File: config.mk
export PLATFORM = sky130hd
export DESIGN_NAME = regimg_loader
export DESIGN_NICKNAME = d
export VERILOG_FILES = /design/src/rtl/regimg_pkg.sv /design/src/rtl/regimg_fetch.sv /design/src/rtl/regimg_pack.sv /design/src/rtl/regimg_ctrl.sv /design/src/rtl/regimg_loader.sv
export SDC_FILE = /design/constraint.sdc
export NUM_CORES = 1
export LEC_CHECK = 0
export BUFFER_PORTS_ARGS = -buffer_cell sky130_fd_sc_hd__clkbuf_2
export CORE_ASPECT_RATIO = 1.2
export CORE_UTILIZATION = 39
export DETAILED_ROUTE_END_ITERATION = 10
export HOLD_SLACK_MARGIN = 0.06
export PLACE_DENSITY_LB_ADDON = 0.08
export SYNTH_ARGS = -nofsm -noshare
export SYNTH_HDL_FRONTEND = slang
export SYNTH_SLANG_ARGS = --single-unit
File: constraint.sdc
create_clock -name clk -period 5.6 [get_ports clk]
set_input_delay 0 -clock clk [delete_from_list [all_inputs] [get_ports clk]]
set_output_delay 0 -clock clk [all_outputs]
set_load 0.03 [all_outputs]
File: src/rtl/regimg_pkg.sv
package regimg_pkg;
    localparam int BYTE_W     = 8;
    localparam int WORD_BYTES = 4;
    localparam int WORD_W     = BYTE_W * WORD_BYTES;
    localparam int WADDR_W    = 8;
    localparam int LANE_SH    = $clog2(WORD_BYTES);
    localparam int BUS_AW     = WADDR_W + LANE_SH;

    typedef enum logic [2:0] {
        ST_IDLE,
        ST_FLAG,
        ST_COUNT,
        ST_HADDR,
        ST_HLEN,
        ST_DATA,
        ST_FIN
    } ld_state_e;

    typedef struct packed {
        logic [WADDR_W-1:0] waddr;
        logic [BYTE_W-1:0]  left;
    } burst_ctx_t;

    function automatic logic [BUS_AW-1:0] word_to_byte_addr(input logic [WADDR_W-1:0] w);
        return {w, {LANE_SH{1'b0}}};
    endfunction

    function automatic logic is_fetch_state(input ld_state_e s);
        return (s == ST_FLAG) || (s == ST_COUNT) || (s == ST_HADDR) ||
               (s == ST_HLEN) || (s == ST_DATA);
    endfunction
endpackage

File: src/rtl/regimg_fetch.sv
module regimg_fetch #(
    parameter int AW    = 12,
    parameter int START = 12
) (
    input  logic          clk,
    input  logic          rst,
    input  logic          seek_i,
    input  logic          get_i,
    output logic          rd_req_o,
    output logic [AW-1:0] rd_addr_o,
    input  logic          rd_ack_i,
    input  logic [7:0]    rd_data_i,
    output logic          byte_vld_o,
    output logic [7:0]    byte_o
);
    logic          pend_q;
    logic [AW-1:0] ptr_q;

    always_ff @(posedge clk) begin
        if (rst) begin
            pend_q <= 1'b0;
            ptr_q  <= '0;
        end else if (seek_i) begin
            pend_q <= 1'b0;
            ptr_q  <= AW'(START);
        end else if (pend_q && rd_ack_i) begin
            pend_q <= 1'b0;
            ptr_q  <= ptr_q + 1'b1;
        end else if (get_i && !pend_q) begin
            pend_q <= 1'b1;
        end
    end

    assign rd_req_o   = pend_q;
    assign rd_addr_o  = ptr_q;
    assign byte_vld_o = pend_q && rd_ack_i;
    assign byte_o     = rd_data_i;

    AST_REQ_HELD: assert property (@(posedge clk) disable iff (rst)
        (rd_req_o && !rd_ack_i) |=> (rd_req_o && $stable(rd_addr_o)));
    AST_PTR_STEP: assert property (@(posedge clk) disable iff (rst)
        (rd_req_o && rd_ack_i) |=> (!rd_req_o && rd_addr_o == $past(rd_addr_o) + 1'b1));
endmodule

File: src/rtl/regimg_pack.sv
module regimg_pack
    import regimg_pkg::*;
(
    input  logic              clk,
    input  logic              rst,
    input  logic              clr_i,
    input  logic              vld_i,
    input  logic [BYTE_W-1:0] byte_i,
    output logic              word_vld_o,
    output logic [WORD_W-1:0] word_o
);
    localparam int HELD_W = BYTE_W * (WORD_BYTES - 1);
    localparam int LW     = $clog2(WORD_BYTES);

    logic [HELD_W-1:0] held_q;
    logic [LW-1:0]     lane_q;
    logic              last_lane;

    assign last_lane  = (lane_q == LW'(WORD_BYTES - 1));
    assign word_vld_o = vld_i && last_lane;
    assign word_o     = {held_q, byte_i};

    always_ff @(posedge clk) begin
        if (rst || clr_i) begin
            lane_q <= '0;
            held_q <= '0;
        end else if (vld_i) begin
            lane_q <= last_lane ? '0 : lane_q + 1'b1;
            held_q <= {held_q[HELD_W-BYTE_W-1:0], byte_i};
        end
    end
endmodule

File: src/rtl/regimg_ctrl.sv
module regimg_ctrl
    import regimg_pkg::*;
#(
    parameter logic [7:0] FLAG_VAL = 8'hA5
) (
    input  logic              clk,
    input  logic              rst,
    input  logic              start_i,
    input  logic              irq_en_i,
    input  logic              pend_i,
    input  logic              byte_vld_i,
    input  logic [BYTE_W-1:0] byte_i,
    input  logic              word_vld_i,
    input  logic [WORD_W-1:0] word_i,
    output logic              seek_o,
    output logic              get_o,
    output logic              pack_vld_o,
    output logic              pack_clr_o,
    output logic              wr_en_o,
    output logic [BUS_AW-1:0] wr_addr_o,
    output logic [WORD_W-1:0] wr_data_o,
    output logic              done_o,
    output logic              stat_clr_o,
    output logic              irq_o,
    output ld_state_e         st_o
);
    ld_state_e         state_q;
    logic [BYTE_W-1:0] bursts_q;
    burst_ctx_t        ctx_q;

    assign seek_o     = (state_q == ST_IDLE) && start_i;
    assign pack_clr_o = seek_o;
    assign get_o      = is_fetch_state(state_q) && !pend_i;
    assign pack_vld_o = byte_vld_i && (state_q == ST_DATA);
    assign done_o     = (state_q == ST_FIN);
    assign stat_clr_o = (state_q == ST_FIN);
    assign irq_o      = (state_q == ST_FIN) && irq_en_i;
    assign st_o       = state_q;

    always_ff @(posedge clk) begin
        if (rst) begin
            state_q   <= ST_IDLE;
            bursts_q  <= '0;
            ctx_q     <= '0;
            wr_en_o   <= 1'b0;
            wr_addr_o <= '0;
            wr_data_o <= '0;
        end else begin
            wr_en_o <= 1'b0;
            unique case (state_q)
                ST_IDLE: if (start_i) state_q <= ST_FLAG;
                ST_FLAG: if (byte_vld_i)
                    state_q <= (byte_i == FLAG_VAL) ? ST_COUNT : ST_FIN;
                ST_COUNT: if (byte_vld_i) begin
                    bursts_q <= byte_i;
                    state_q  <= (byte_i == '0) ? ST_FIN : ST_HADDR;
                end
                ST_HADDR: if (byte_vld_i) begin
                    ctx_q.waddr <= byte_i;
                    state_q     <= ST_HLEN;
                end
                ST_HLEN: if (byte_vld_i) begin
                    ctx_q.left <= byte_i;
                    if (byte_i != '0) begin
                        state_q <= ST_DATA;
                    end else if (bursts_q <= 8'd1) begin
                        state_q <= ST_FIN;
                    end else begin
                        bursts_q <= bursts_q - 1'b1;
                        state_q  <= ST_HADDR;
                    end
                end
                ST_DATA: if (word_vld_i) begin
                    wr_en_o     <= 1'b1;
                    wr_addr_o   <= word_to_byte_addr(ctx_q.waddr);
                    wr_data_o   <= word_i;
                    ctx_q.waddr <= ctx_q.waddr + 1'b1;
                    ctx_q.left  <= ctx_q.left - 1'b1;
                    if (ctx_q.left == 8'd1) begin
                        if (bursts_q <= 8'd1) begin
                            state_q <= ST_FIN;
                        end else begin
                            bursts_q <= bursts_q - 1'b1;
                            state_q  <= ST_HADDR;
                        end
                    end
                end
                ST_FIN:  state_q <= ST_IDLE;
                default: state_q <= ST_IDLE;
            endcase
        end
    end

    AST_WR_SINGLE: assert property (@(posedge clk) disable iff (rst)
        wr_en_o |=> !wr_en_o);
    AST_BUSY_START: assert property (@(posedge clk) disable iff (rst)
        (state_q != ST_IDLE && start_i) |=> (state_q != ST_FLAG || $past(state_q) == ST_FLAG));
endmodule

File: src/rtl/regimg_loader.sv
module regimg_loader
    import regimg_pkg::*;
#(
    parameter int         EE_AW    = 12,
    parameter int         FLAG_OFS = 12,
    parameter logic [7:0] FLAG_VAL = 8'hA5
) (
    input  logic              clk,
    input  logic              rst,
    input  logic              start_i,
    input  logic              irq_en_i,
    output logic              rd_req_o,
    output logic [EE_AW-1:0]  rd_addr_o,
    input  logic              rd_ack_i,
    input  logic [7:0]        rd_data_i,
    output logic              wr_en_o,
    output logic [BUS_AW-1:0] wr_addr_o,
    output logic [WORD_W-1:0] wr_data_o,
    output logic              done_o,
    output logic              stat_clr_o,
    output logic              irq_o
);
    logic              seek, get, byte_vld, pack_vld, pack_clr, word_vld;
    logic [BYTE_W-1:0] byte_d;
    logic [WORD_W-1:0] word_d;
    ld_state_e         st;

    regimg_fetch #(.AW(EE_AW), .START(FLAG_OFS)) u_fetch (
        .clk(clk), .rst(rst), .seek_i(seek), .get_i(get),
        .rd_req_o(rd_req_o), .rd_addr_o(rd_addr_o),
        .rd_ack_i(rd_ack_i), .rd_data_i(rd_data_i),
        .byte_vld_o(byte_vld), .byte_o(byte_d)
    );

    regimg_pack u_pack (
        .clk(clk), .rst(rst), .clr_i(pack_clr), .vld_i(pack_vld),
        .byte_i(byte_d), .word_vld_o(word_vld), .word_o(word_d)
    );

    regimg_ctrl #(.FLAG_VAL(FLAG_VAL)) u_ctrl (
        .clk(clk), .rst(rst), .start_i(start_i), .irq_en_i(irq_en_i),
        .pend_i(rd_req_o), .byte_vld_i(byte_vld), .byte_i(byte_d),
        .word_vld_i(word_vld), .word_i(word_d),
        .seek_o(seek), .get_o(get), .pack_vld_o(pack_vld), .pack_clr_o(pack_clr),
        .wr_en_o(wr_en_o), .wr_addr_o(wr_addr_o), .wr_data_o(wr_data_o),
        .done_o(done_o), .stat_clr_o(stat_clr_o), .irq_o(irq_o), .st_o(st)
    );

    AST_FLAG_FIRST: assert property (@(posedge clk) disable iff (rst)
        (st == ST_FLAG && rd_req_o) |-> (rd_addr_o == EE_AW'(FLAG_OFS)));
    AST_DONE_QUIET: assert property (@(posedge clk) disable iff (rst)
        done_o |-> (!rd_req_o && stat_clr_o));
    AST_DONE_PULSE: assert property (@(posedge clk) disable iff (rst)
        done_o |=> !done_o);
endmodule

==> flow_summary.ini <==
[run_status]
status = finished, final reports clean

[routing]
viasPerCell = 5.26
vias = 4321
ant_nets = 0
first_pass_iters = 4
first_iter_violations = 215
wl_per_cell_um = 14.5
drcViolationCount = 0
drt_wl_total_mm = 11.9

[clock_network]
cts_setup_buffers = 0
cts_sinks = 107
cts_made_buffers = 9
cts_hold_buf = 8
clockBufferDepth = 2
path_clk_slew_ps = 70
clkLatencyLatePin_ps = 350
cts_tree = yes
cts_max_level = 3
cts.root.buffer_cell = clkbuf_16
cts_resized = 0

[power]
p_sw_frac = 0.301
p_seq_frac = 0.450
leakage_nw = 1.94
p_int_w = 0.00131
power.share.clock = 0.364
power_density_mw_per_mm2 = 341
p_comb_frac = 0.186
vdd_drop_max_v = 0.000218
switchingPower_w = 0.000565

[floorplan]
ios = 72
die_width_um = 102
die_h_um = 122
row_count = 43
die-area_mm2 = 0.0125
initial_core_util = 0.403
coreArea_mm2 = 0.0117

[synthesis]
synthTopCellsByCount = nand2_1, dfxtp_1, a21oi_1
synth_top_cell_by_area = dfxtp_1
synth.most_common_cell = nand2_1
syn_inst = 611
ys_ff_latch = 107
synth.area.top_cells = dfxtp_1, nand2_1, a21oi_1
yosysTopAreaCellShare = 0.455
yosysSeqAreaShare = 0.455
avgSynthCellArea_um2 = 7.71
async_reset_ff_frac = 0
synth_warnings = 0
synth_ff_type = dfxtp_1
synth_cell_types = 56
synth_edf_count = 0
mappedNetlistArea_mm2 = 0.00471

[global_route]
antenna_found_initial = 0
grt_usage = 0.200
grt_pass1_vias = 3941
globalRouteOverflowTotal = 0
grt_pass1_wl_mm = 19.3
grt_start_max_net_pins = 76

[worst_setup_path]
regToRegEndpoint = u_ctrl.wr_data_o[11]
regToRegSetupSlack_ps = 2830
rr_worst_depth = 7
start_kind = flop
required_ps = 5870
r2r-start = u_ctrl.st_o[2]
crit_type = flop to flop
worst-path-max-fanout = 32
arrival_ps = 3040
cp-end-kind = flop

[run]
cap_violations = 0

[timing]
worstMarginPinSlew_ps = 1120
hold_ws_ps = 101
setup_viol_count_final = 0
drv_slew = 0
hold_viol = 0
grt_setup_unrepaired = no
period_needed_ps = 2770
skew_ps = 5.08
period_share = 0.495
clock.fmax_ghz = 0.361
fin_tns_setup_ps = 0
maxSlewHeadroom = 0.257

[layout]
layout-area-overhead-vs-synth_pct = 17.0
fin_util = 0.472
drive_above_1_share = 0.146
fin_area_mm2 = 0.00551
fin_cells = 822
n_antenna_cell = 0
nets = 680

[min_path]
min_path_type = input port to flop
hold_depth = 3
min_from = start_i
whs_endpoint = u_fetch.rd_addr_o[2]

[placement]
place_area_mm2 = 0.00511
dpl.hpwl_mm = 7.86
port_buffers = 69
dpl.cell_count = 798
place_congestion = 0.863
==> worst max path at each step <==
stage / from / endpoint / slack, ps / depth (start not counted)
after global placement: u_ctrl.bursts_q[2] / u_ctrl.bursts_q[1] / 2960 / 5
after detailed placement: u_ctrl.st_o[2] / u_ctrl.wr_data_o[0] / 2860 / 7
final: u_ctrl.st_o[2] / u_ctrl.wr_data_o[11] / 2830 / 7
after CTS: u_ctrl.st_o[2] / u_ctrl.wr_data_o[25] / 2850 / 7
after floorplan: u_fetch.rd_req_o / u_pack.lane_q[0] / 3480 / 7
after global routing: u_ctrl.st_o[2] / u_ctrl.wr_data_o[25] / 2460 / 7
==> worst max-delay path, cell delays in order, from the launching register on <==
cell	delay [ps]
dfxtp_1	680
nand2b_1	530
nor2_1	250
buf_4	300
and2_1	320
buf_4	370
nand2_1	110
a21oi_1	130
==> cells by family (layout without fill, tap and decap cells) <==
kind of cell	after synthesis	in the layout	share of synthesized area
other	1	2	0.000796
XOR/XNOR	7	7	0.0130
AND/OR/NAND/NOR	263	263	0.251
buffers and inverters	52	105	0.0444
AO/OA/AOI/OAI	171	171	0.211
flip-flops	107	107	0.455
multiplexers	2	2	0.00452
adder cells (fa/ha/maj)	8	8	0.0207
==> power groups by stage <==
stage	sequential, W	clock (W)	combinational [W]
floorplan	0.000835	0	0.000291
global placement	0.000858	0	0.000340
detailed placement	0.000862	0	0.000342
CTS	0.000844	0.000702	0.000348
global route	0.000853	0.000733	0.000389
finish	0.000845	0.000684	0.000350
==> per-stage QoR <==
step	power, W	setup slack, ps
4_1_cts	0.00189	2850
2_1_floorplan	0.00113	3480
3_5_place_dp	0.00120	2860
5_1_grt	0.00197	2460
3_3_place_gp	0.00120	2960
6_report	0.00188	2830
==> layer usage <==
| metal | vias up | wire [um] | GRT usage |
|---|---|---|---|
| li1 | 2212 | - | - |
| met1 | 1982 | 5630 | 0.260 |
| met2 | 107 | 5500 | 0.320 |
| met3 | 20 | 551 | 0.0427 |
| met4 | 0 | 258 | 0.0830 |
| met5 | - | 0 | 0 |
==> cells in the final DEF, fill, tap and decap left out, types with 6 or more instances in the layout <==
| cell type | n |
|---|---|
| a211oi_1 | 6 |
| nand3_1 | 16 |
| ha_1 | 7 |
| clkbuf_16 | 9 |
| or3_1 | 9 |
| o21ai_0 | 28 |
| nand2_1 | 156 |
| clkbuf_2 | 69 |
| nand2b_1 | 7 |
| nor3_1 | 9 |
| and2_1 | 7 |
| dlygate4sd3_1 | 8 |
| dfxtp_1 | 107 |
| a21oi_1 | 101 |
| inv_1 | 7 |
| nor2_1 | 27 |
==> final cells by class <==
| cell class | count | area (um2) |
|---|---|---|
| clock buffer | 13 | 250 |
| clock inverter | 3 | 68.8 |
| fill | 1223 | 6170 |
| inverter | 7 | 26.3 |
| multi-input combinational | 453 | 2360 |
| sequential | 107 | 2140 |
| tap | 157 | 196 |
| timing repair buffer | 82 | 463 |
==> sequential cells by signal, indices dropped and copies added, names as in the netlist <==
name	count
u_ctrl.wr_data_o	32
u_ctrl.bursts_q	8
u_fetch.rd_req_o	1
u_fetch.rd_addr_o	12
u_ctrl.wr_addr_o	8
u_ctrl.st_o	3
u_pack.lane_q	2
u_pack.held_q	24
u_ctrl.ctx_q	16
u_ctrl.wr_en_o	1
Power figures use the tool's default switching activity.
